<file path="src/rtl/owm_pkg.sv">
package owm_pkg;

  typedef enum logic [2:0] {
    OP_RST   = 3'd0,
    OP_WBIT  = 3'd1,
    OP_RBIT  = 3'd2,
    OP_WBYTE = 3'd3,
    OP_RBYTE = 3'd4
  } op_e;

  typedef enum logic [1:0] {
    LK_RST,
    LK_W0,
    LK_W1,
    LK_RD
  } lkind_e;

  typedef enum logic [1:0] {
    PH_IDLE,
    PH_LOW,
    PH_HIGH,
    PH_REC
  } phase_e;

  function automatic logic op_valid(input logic [2:0] op);
    return op <= 3'd4;
  endfunction

  function automatic lkind_e kind_of(input op_e op, input logic wbit);
    case (op)
      OP_RST:                kind_of = LK_RST;
      OP_RBIT, OP_RBYTE:     kind_of = LK_RD;
      default:               kind_of = wbit ? LK_W1 : LK_W0;
    endcase
  endfunction

endpackage

</file>
<file path="src/rtl/owm_sync.sv">
module owm_sync #(
  parameter int STAGES = 2
) (
  input  logic clk_i,
  input  logic rst_ni,
  input  logic d_i,
  output logic q_o
);

  logic [STAGES-1:0] chain_q;

  generate
    if (STAGES == 1) begin : g_one
      always_ff @(posedge clk_i or negedge rst_ni) begin
        if (!rst_ni) chain_q <= '1;
        else         chain_q <= d_i;
      end
    end else begin : g_many
      always_ff @(posedge clk_i or negedge rst_ni) begin
        if (!rst_ni) chain_q <= '1;
        else         chain_q <= {chain_q[STAGES-2:0], d_i};
      end
    end
  endgenerate

  assign q_o = chain_q[STAGES-1];

endmodule

</file>
<file path="src/rtl/owm_line_engine.sv">
module owm_line_engine
  import owm_pkg::*;
#(
  parameter int RSTL_CYC  = 1920,
  parameter int PDS_CYC   = 280,
  parameter int RSTH_CYC  = 1920,
  parameter int SLOT_CYC  = 260,
  parameter int LOW1_CYC  = 24,
  parameter int RDLOW_CYC = 8,
  parameter int SAMP_CYC  = 60,
  parameter int REC_CYC   = 12
) (
  input  logic   clk_i,
  input  logic   rst_ni,
  input  logic   go_i,
  input  lkind_e kind_i,
  input  logic   line_i,
  output logic   pull_o,
  output logic   fin_o,
  output logic   bit_o,
  output logic   pres_o
);

  localparam int MAX_A = (RSTL_CYC > RSTH_CYC) ? RSTL_CYC : RSTH_CYC;
  localparam int MAX_C = (MAX_A > SLOT_CYC) ? MAX_A : SLOT_CYC;
  localparam int CW    = $clog2(MAX_C + 1);
  localparam int SAMP_HI = SAMP_CYC - RDLOW_CYC;

  phase_e         phase_q;
  lkind_e         kind_q;
  logic [CW-1:0]  cnt_q;
  logic           pull_q, fin_q, bit_q, pres_q;
  logic [CW-1:0]  low_last, hi_last;

  always_comb begin
    case (kind_q)
      LK_RST:  begin low_last = CW'(RSTL_CYC - 1);  hi_last = CW'(RSTH_CYC - 1); end
      LK_W0:   begin low_last = CW'(SLOT_CYC - 1);  hi_last = CW'(0); end
      LK_W1:   begin low_last = CW'(LOW1_CYC - 1);  hi_last = CW'(SLOT_CYC - LOW1_CYC - 1); end
      default: begin low_last = CW'(RDLOW_CYC - 1); hi_last = CW'(SLOT_CYC - RDLOW_CYC - 1); end
    endcase
  end

  always_ff @(posedge clk_i or negedge rst_ni) begin
    if (!rst_ni) begin
      phase_q <= PH_IDLE;
      kind_q  <= LK_RST;
      cnt_q   <= '0;
      pull_q  <= 1'b0;
      fin_q   <= 1'b0;
      bit_q   <= 1'b0;
      pres_q  <= 1'b0;
    end else begin
      fin_q <= 1'b0;
      case (phase_q)
        PH_IDLE: begin
          if (go_i) begin
            kind_q  <= kind_i;
            pull_q  <= 1'b1;
            cnt_q   <= '0;
            phase_q <= PH_LOW;
          end
        end
        PH_LOW: begin
          if (cnt_q == low_last) begin
            pull_q  <= 1'b0;
            cnt_q   <= '0;
            phase_q <= (kind_q == LK_W0) ? PH_REC : PH_HIGH;
          end else begin
            cnt_q <= cnt_q + 1'b1;
          end
        end
        PH_HIGH: begin
          if (kind_q == LK_RST && cnt_q == CW'(PDS_CYC)) pres_q <= !line_i;
          if (kind_q == LK_RD && cnt_q == CW'(SAMP_HI))  bit_q  <= line_i;
          if (cnt_q == hi_last) begin
            cnt_q <= '0;
            if (kind_q == LK_RST) begin
              phase_q <= PH_IDLE;
              fin_q   <= 1'b1;
            end else begin
              phase_q <= PH_REC;
            end
          end else begin
            cnt_q <= cnt_q + 1'b1;
          end
        end
        default: begin
          // recovery: line released before the slot may end
          if (cnt_q == CW'(REC_CYC - 1)) begin
            cnt_q   <= '0;
            phase_q <= PH_IDLE;
            fin_q   <= 1'b1;
          end else begin
            cnt_q <= cnt_q + 1'b1;
          end
        end
      endcase
    end
  end

  assign pull_o = pull_q;
  assign fin_o  = fin_q;
  assign bit_o  = bit_q;
  assign pres_o = pres_q;

endmodule

</file>
<file path="src/rtl/owm_seq.sv">
module owm_seq
  import owm_pkg::*;
#(
  parameter int BITS = 8
) (
  input  logic            clk_i,
  input  logic            rst_ni,
  input  logic            start_i,
  input  logic [2:0]      op_i,
  input  logic [BITS-1:0] wdata_i,
  input  logic            fin_i,
  input  logic            bit_i,
  input  logic            pres_i,
  output logic            go_o,
  output lkind_e          kind_o,
  output logic            busy_o,
  output logic            done_o,
  output logic [BITS-1:0] rdata_o,
  output logic            presence_o
);

  localparam int LW = $clog2(BITS);

  op_e             op_q;
  logic            busy_q, done_q, go_q, pres_q;
  lkind_e          kind_q;
  logic [BITS-1:0] sh_q, rdata_q;
  logic [LW-1:0]   left_q;
  logic            is_byte;

  assign is_byte = (op_i == OP_WBYTE) || (op_i == OP_RBYTE);

  always_ff @(posedge clk_i or negedge rst_ni) begin
    if (!rst_ni) begin
      op_q    <= OP_RST;
      busy_q  <= 1'b0;
      done_q  <= 1'b0;
      go_q    <= 1'b0;
      pres_q  <= 1'b0;
      kind_q  <= LK_RST;
      sh_q    <= '0;
      rdata_q <= '0;
      left_q  <= '0;
    end else begin
      go_q   <= 1'b0;
      done_q <= 1'b0;
      if (!busy_q) begin
        if (start_i && op_valid(op_i)) begin
          busy_q <= 1'b1;
          op_q   <= op_e'(op_i);
          sh_q   <= wdata_i;
          left_q <= is_byte ? LW'(BITS - 1) : '0;
          kind_q <= kind_of(op_e'(op_i), wdata_i[0]);
          go_q   <= 1'b1;
        end
      end else if (fin_i) begin
        if (left_q == '0) begin
          busy_q <= 1'b0;
          done_q <= 1'b1;
          case (op_q)
            OP_RST:   pres_q  <= pres_i;
            OP_RBIT:  rdata_q <= {{(BITS-1){1'b0}}, bit_i};
            OP_RBYTE: rdata_q <= {bit_i, sh_q[BITS-1:1]};
            default:  ;
          endcase
        end else begin
          left_q <= left_q - 1'b1;
          sh_q   <= {bit_i, sh_q[BITS-1:1]};
          kind_q <= kind_of(op_q, sh_q[1]);
          go_q   <= 1'b1;
        end
      end
    end
  end

  assign go_o       = go_q;
  assign kind_o     = kind_q;
  assign busy_o     = busy_q;
  assign done_o     = done_q;
  assign rdata_o    = rdata_q;
  assign presence_o = pres_q;

endmodule

</file>
<file path="src/rtl/owm_ctrl.sv">
module owm_ctrl
  import owm_pkg::*;
#(
  parameter int CLK_PER_US  = 50,
  parameter int T_RSTL_US   = 480,
  parameter int T_PDS_US    = 70,
  parameter int T_RSTH_US   = 480,
  parameter int T_SLOT_US   = 65,
  parameter int T_LOW1_US   = 6,
  parameter int T_RDLOW_US  = 2,
  parameter int T_SAMP_US   = 15,
  parameter int T_REC_US    = 3,
  parameter int SYNC_STAGES = 2
) (
  input  logic       clk_i,
  input  logic       rst_ni,
  input  logic       start_i,
  input  logic [2:0] op_i,
  input  logic [7:0] wdata_i,
  output logic       busy_o,
  output logic       done_o,
  output logic [7:0] rdata_o,
  output logic       presence_o,
  output logic       dq_pull_o,
  input  logic       dq_i
);

  localparam int RSTL_CYC  = T_RSTL_US  * CLK_PER_US;
  localparam int PDS_CYC   = T_PDS_US   * CLK_PER_US;
  localparam int RSTH_CYC  = T_RSTH_US  * CLK_PER_US;
  localparam int SLOT_CYC  = T_SLOT_US  * CLK_PER_US;
  localparam int LOW1_CYC  = T_LOW1_US  * CLK_PER_US;
  localparam int RDLOW_CYC = T_RDLOW_US * CLK_PER_US;
  localparam int SAMP_CYC  = T_SAMP_US  * CLK_PER_US;
  localparam int REC_CYC   = T_REC_US   * CLK_PER_US;

  logic   line_s;
  logic   go, fin, rbit, pres;
  lkind_e kind;

  owm_sync #(.STAGES(SYNC_STAGES)) sync_i (
    .clk_i  (clk_i),
    .rst_ni (rst_ni),
    .d_i    (dq_i),
    .q_o    (line_s)
  );

  owm_seq #(.BITS(8)) seq_i (
    .clk_i      (clk_i),
    .rst_ni     (rst_ni),
    .start_i    (start_i),
    .op_i       (op_i),
    .wdata_i    (wdata_i),
    .fin_i      (fin),
    .bit_i      (rbit),
    .pres_i     (pres),
    .go_o       (go),
    .kind_o     (kind),
    .busy_o     (busy_o),
    .done_o     (done_o),
    .rdata_o    (rdata_o),
    .presence_o (presence_o)
  );

  owm_line_engine #(
    .RSTL_CYC  (RSTL_CYC),
    .PDS_CYC   (PDS_CYC),
    .RSTH_CYC  (RSTH_CYC),
    .SLOT_CYC  (SLOT_CYC),
    .LOW1_CYC  (LOW1_CYC),
    .RDLOW_CYC (RDLOW_CYC),
    .SAMP_CYC  (SAMP_CYC),
    .REC_CYC   (REC_CYC)
  ) eng_i (
    .clk_i  (clk_i),
    .rst_ni (rst_ni),
    .go_i   (go),
    .kind_i (kind),
    .line_i (line_s),
    .pull_o (dq_pull_o),
    .fin_o  (fin),
    .bit_o  (rbit),
    .pres_o (pres)
  );

endmodule

</file>
<file path="config.mk">
export PLATFORM = sky130hd
export DESIGN_NAME = owm_ctrl
export DESIGN_NICKNAME = d
export VERILOG_FILES = /design/src/rtl/owm_pkg.sv /design/src/rtl/owm_sync.sv /design/src/rtl/owm_line_engine.sv /design/src/rtl/owm_seq.sv /design/src/rtl/owm_ctrl.sv
export SDC_FILE = /design/constraint.sdc
export NUM_CORES = 1
export LEC_CHECK = 0
export BUFFER_PORTS_ARGS = -buffer_cell sky130_fd_sc_hd__buf_2
export CAP_MARGIN = 20
export CORE_MARGIN = 2
export CORE_UTILIZATION = 30
export DETAILED_ROUTE_END_ITERATION = 8
export REMOVE_ABC_BUFFERS = 1
export SLEW_MARGIN = 25
export SYNTH_ARGS = -nofsm -noshare
export SYNTH_HDL_FRONTEND = slang
export SYNTH_SLANG_ARGS = --single-unit
export TNS_END_PERCENT = 10
</file>
<file path="constraint.sdc">
create_clock -name clk_i -period 2.2 [get_ports clk_i]
set_input_delay 0.22 -clock clk_i [delete_from_list [all_inputs] [get_ports clk_i]]
set_output_delay 0.22 -clock clk_i [all_outputs]
set_load 0.005 [all_outputs]
</file>
### Word level (Yosys, flattened, before mapping)

Index checks and enable logic that the tools add are counted.

* register bits: 53
* latch bits: 0
* memory bits (writable): 0
* ROM bits: 0
* logic and storage cells: 115
* memories: 0

* add/subtract/negate cells: 2
* $mul: 0
* div/mod/pow operators: 0
* magnitude comparators: 1
* equality and inequality tests: 20
* shifts and indexed selects: 0
* mux-type cells: 48
* bitwise operators: 1
* reductions and logical operators: 26

Operators with widths (count)
* 15-bit one-hot mux with 3 select lines: 3
* 15-bit 2-to-1 mux: 4
* 8-bit 2-to-1 mux: 4
* 15-bit equality test: 2
* 2-bit 2-to-1 mux: 11
* 8-bit one-hot mux with 2 select lines: 1
* 15-bit by 1-bit adder with 15-bit output (second input constant): 1
* 15-bit by 10-bit equality test with 1-bit output (second input constant): 1
* 15-bit by 12-bit equality test with 1-bit output (second input constant): 1
* 15-bit by 8-bit equality test with 1-bit output (second input constant): 1
* 1-bit 2-to-1 mux: 15
* 3-bit 2-to-1 mux: 5
* 4-bit AND reduction: 3
* 3-bit by 2-bit equality test with 1-bit output (second input constant): 3
* 3-bit zero test: 3
* 2-bit one-hot mux with 2 select lines: 2
* 2-bit AND reduction: 4
* 2-bit equality test (second input constant): 3
* 3-bit equality test (second input constant): 2
* 2-bit by 1-bit inequality test with 1-bit output (second input constant): 3
* 2-bit one-hot mux with 3 select lines: 1
* 3-bit AND reduction: 2
* 2-bit nonzero test: 3
* 2-bit OR reduction: 3
* 11 further kinds: 17

### Depth between registers and ports, before layout

* word-level depth: 6
* gate-level depth with buffers: 9
* mapped depth without buffers: 8

### Hierarchy

A second synthesis with hierarchy kept.

* cells, all modules: 337
* area, all modules: 3224.3 µm²

By module, submodules not included
* owm_line_engine: times used 1, cells each 200, area an instance 1726.7 µm², sequential area each 575.6 µm²
* owm_seq: times used 1, cells each 135, area an instance 1445.1 µm², sequential area each 675.6 µm²
* owm_sync: times used 1, cells each 2, area an instance 52.6 µm², sequential area each 52.6 µm²

### Worst setup path after synthesis

No wires, ideal clock.

* path kind: register to register
* start: register eng_i.kind_q[0]
* end: register eng_i.cnt_q[9]
* arrival time: 1981 ps
* path slack: 101 ps
* cell stages (with the launch flop): 10
* period minus slack after synthesis: 2099 ps
* cells stage by stage: dfrtp_1 > inv_1 > ha_1 > buf_2 > or3_4 > a211oi_2 > and2_4 > a31oi_4 > a2bb2oi_1 > a21o_1

* longest elaborated chain between the ends: 5

RTL lines
* start, declared: line owm_line_engine.sv:30 `lkind_e kind_q;`
* start signal, assigned: line owm_line_engine.sv:58 `kind_q <= kind_i;`
* 2-bit equality test, or another cell as far along: line owm_line_engine.sv:36 `case (kind_q)`
* 15-bit one-hot mux with 3 select lines: line owm_line_engine.sv:36
* 15-bit equality test (on tied branches): line owm_line_engine.sv:76, owm_line_engine.sv:65
* 15-bit 2-to-1 mux (on tied branches): line owm_line_engine.sv:76, owm_line_engine.sv:65
* 15-bit one-hot mux with 3 select lines (*): line owm_line_engine.sv:55 `case (phase_q)`
* end signal, assigned: line owm_line_engine.sv:70 `cnt_q <= cnt_q + 1'b1;`
* end signal, assigned: line owm_line_engine.sv:85 `cnt_q <= cnt_q + 1'b1;`
* end signal, assigned: line owm_line_engine.sv:95 `cnt_q <= cnt_q + 1'b1;`
* end, declared: line owm_line_engine.sv:31 `logic [CW-1:0] cnt_q;`

Every way passes the cells marked *; elsewhere a longest branch is shown, timed or not.
A chain may end at the register's enable or synchronous reset.

### Worst setup path in the final report

* start: register eng_i.kind_q[0]
* end: register eng_i.cnt_q[7]

Same word-level chain as after synthesis.

==> results.txt <==
Final setup viols = 0
P_leak = 1.68 nW
Levels on crit path = 10
Peak supply drop = 0.323 mV
Slowest-stage cell, CP = dfrtp_1
Io pins = 27
Placed insts = 491
Hold Violations, Final = 0
Endpoint class of the critical path = register
Critical path class = reg2reg
Vias = 2504
Largest net degree at the start of global routing = 53
RSZ-0062 raised after global routing = yes
GP Congestion = 0.882
CP Data Arrival Time = 2.38 ns
CTS tree = yes
Max FO, Critical Path = 10
Worst hold path type = in2async
Clk root buf = clkbuf_8
CTS sink count = 52
Top delay family on crit path = buffers and inverters
Worst r2r path cells = 10
Clk slew on worst S/H paths = 0.10 ns
First-pass GRT wire length = 11900 µm
Synth cell types = 59
Power per Cell Area = 788 mW/mm²
CP cell instances = buf_4 -> ha_1 -> buf_4 -> xor2_1 -> a211oi_2 -> and2_4 -> a31oi_4 -> buf_12 -> nor2_4 -> o211ai_2
Vias per cell = 4.98
FF+latch count, synth = 52
CTS buffer count = 5
Die area = 0.0111 mm²
Proportion of power drawn by combinational gates = 34.3%
Mapped Cells = 338
Fin crit period = 2.19 ns
Longest Clk Path Bufs = 2
EDFF count, synth = 0
Antenna-violating nets left = 0
Status = complete, no violations
GRT Total Usage = 13.1%
Fin. max-slew vios = 0
Clk pwr share = 19.8%
Pint = 0.00176 W
Die Y = 105 µm
Antenna Cells = 0
Routed WL per cell = 13.9 µm
Sw power = 0.00106 W
Layout cell share with drive strength beyond 1 = 20.3%
Post-synthesis average cell area = 9.10 µm²
Vias in the first global route = 2518
Grt ovf = 0
Sequential share of power = 45.9%
CP most frequent cell = buf_4
Mapped cell area = 0.00307 mm²
Final #Nets = 395
WP data required = 2.39 ns
Remaining DRCs = 0
Ys async rst share = 100%
Max-cap violations = 0
CP peak stage delay = 0.44 ns
Worst slew pin tran = 0.672 ns
Num rows = 36
Core Footprint = 0.00986 mm²
Critical path buffer and inverter count = 3
Die Width = 105 µm
Fin crit share = 99.7%
Post-DP HPWL = 4890 µm
Slew Limit Headroom = 55.2%
DRT Pass-1 Iters = 4
Ys flop type = dfrtp_1
# port buffers = 26
Net switching share of the total power = 37.5%
Fin Setup TNS = 0 ns
Yosys warnings = 0
Synth-to-layout area growth = 16.2%
Detailed Route WL = 7010 µm
Post-synthesis sequential area ratio = 42.4%
CTS HTree Levels = 2
Antenna violations before repair = 0
Skew-Pair Late Insertion Delay = 0.30 ns
Initial DRC Count = 167
Max Freq = 0.456 GHz
Starting Density = 31.2%
Final non-filler cell total = 503
Worst Skew = 0.00801 ns
CP startpoint kind = register
[sequential cells by signal (all words and copies together), names as in the netlist]
name              count
seq_i.busy_o          1
eng_i.pres_o          1
seq_i.go_o            1
eng_i.fin_o           1
eng_i.bit_o           1
eng_i.kind_q          2
seq_i.rdata_o         8
seq_i.sh_q            7
eng_i.pull_o          1
seq_i.left_q          3
seq_i.done_o          1
eng_i.phase_q         2
sync_i.chain_q        2
seq_i.kind_o          2
eng_i.cnt_q          15
seq_i.presence_o      1
seq_i.op_q            3
[routing by layer]
metal / vias to the layer above / wire, µm / part of all wire [%] / track usage (%)
li1: 1246 / - / - / -
met1: 1168 / 3310 / 47 / 17.5
met2: 78 / 3230 / 46 / 20.8
met3: 12 / 347 / 5.0 / 3.22
met4: 0 / 112 / 1.6 / 3.81
met5: - / 0 / 0 / 0
[stage by stage]
step	worst slack [ns]	total power, W	hold slack, ns	area (µm²)	utilization (%)
floorplan	0.126	0.00184	-0.0756	2970	-
global placement	0.0123	0.00214	0.334	3390	34.3
detailed placement	-0.117	0.00216	0.333	3390	34.3
CTS	0.00958	0.00282	0.0496	3530	35.8
global route	-0.106	0.00302	0.0756	3570	36.2
finish	0.00714	0.00281	0.0254	3570	36.2
[cell usage in the layout, fill, tap and decap left out, drive strengths merged, types with 3 or more instances in the layout]
master	netlist	layout
nand3	6	6
o21ai	26	26
a31oi	5	5
nand2	56	56
nor2	22	22
nor3	8	8
mux2	4	4
nand2b	3	3
buf	11	45
a21o	4	4
nand4	7	7
and3	6	6
clkbuf	11	6
ha	11	11
a22o	7	7
a21oi	8	8
o211ai	3	3
and2	7	7
xnor2	4	4
mux2i	10	10
a211oi	4	4
o22ai	7	7
dfrtp	50	50
xor2	10	10
inv	13	14
nor2b	6	6
nor4	3	3
[cell families after synthesis]
family,after synthesis,synth area share [%]
xor gates and xnor gates,14,3.99
AOI/OAI and AO/OA,74,16.6
muxes,14,4.72
buffers and inverters,35,4.97
and+or+nand+nor,138,22.9
adders and majority gates,11,4.48
DFF,52,42.4
[worst register-to-register path: stages, from the launching register on]
cell and delay (ns):
dfrtp_1 0.44, buf_4 0.15, ha_1 0.21, buf_4 0.15, xor2_1 0.16, a211oi_2 0.19, and2_4 0.23, a31oi_4 0.10
buf_12 0.16, nor2_4 0.20, o211ai_2 0.11
[Yosys cell counts, types with 3 or more instances]
master | n | area (µm²)
buf_2 | 10 | 50.1
xor2_1 | 10 | 87.6
a21oi_1 | 8 | 40.0
o21ai_0 | 19 | 95.1
nand2b_1 | 3 | 18.8
o22ai_1 | 7 | 43.8
nor2b_1 | 6 | 37.5
xnor2_1 | 4 | 35.0
a21o_1 | 4 | 30.0
nand2_1 | 56 | 210
nand4_1 | 7 | 43.8
dfrtp_1 | 50 | 1250
mux2_2 | 4 | 45.0
nand3_1 | 6 | 30.0
o21ai_1 | 7 | 35.0
a31oi_1 | 4 | 25.0
nor2_1 | 21 | 78.8
inv_1 | 12 | 45.0
ha_1 | 11 | 138
clkbuf_1 | 10 | 37.5
and3_1 | 6 | 37.5
nor3_1 | 7 | 35.0
and2_1 | 6 | 37.5
mux2i_1 | 10 | 100
a22o_1 | 7 | 61.3
[power by group through the flow]
stage | combinational, W | sequential, W | clock (W)
final | 0.000965 | 0.00129 | 0.000557
after global routing | 0.00108 | 0.00132 | 0.000619
after CTS | 0.000949 | 0.00129 | 0.000585
after detailed placement | 0.000856 | 0.00130 | 0
after global placement | 0.000836 | 0.00130 | 0
after floorplan | 0.000569 | 0.00127 | 0
[timing repair]
item                                    CTS  global route
gates resized for setup                   3             6
hold endpoints to repair                  1             0
buffers inserted                          2             1
hold buffers                              1             0
pin swaps                                 5             3
endpoints found under the setup margin   15            16
[area by class of cell]
cell class                 instances  area (µm²)
multi-input combinational        251        1660
sequential                        52        1300
timing repair buffer              46         308
clock inverter                     2        13.8
inverter                          13        48.8
tap                              133         166
clock buffer                       6        72.6
fill                            1014        6290
[path summary, 6_finish.rpt]
path,end,startpoint,slack [ns]
max in group asynchronous,eng_i.pull_o,rst_ni,1.73
worst min register to register,sync_i.chain_q[1],sync_i.chain_q[0],0.36
worst max-delay path,eng_i.cnt_q[7],eng_i.kind_q[0],0.007
worst min-delay path,seq_i.rdata_o[4],rst_ni,0.03
min in group clk_i,seq_i.busy_o,start_i,0.16
worst max register to register,eng_i.cnt_q[7],eng_i.kind_q[0],0.007
Power figures use the tool's default switching activity.
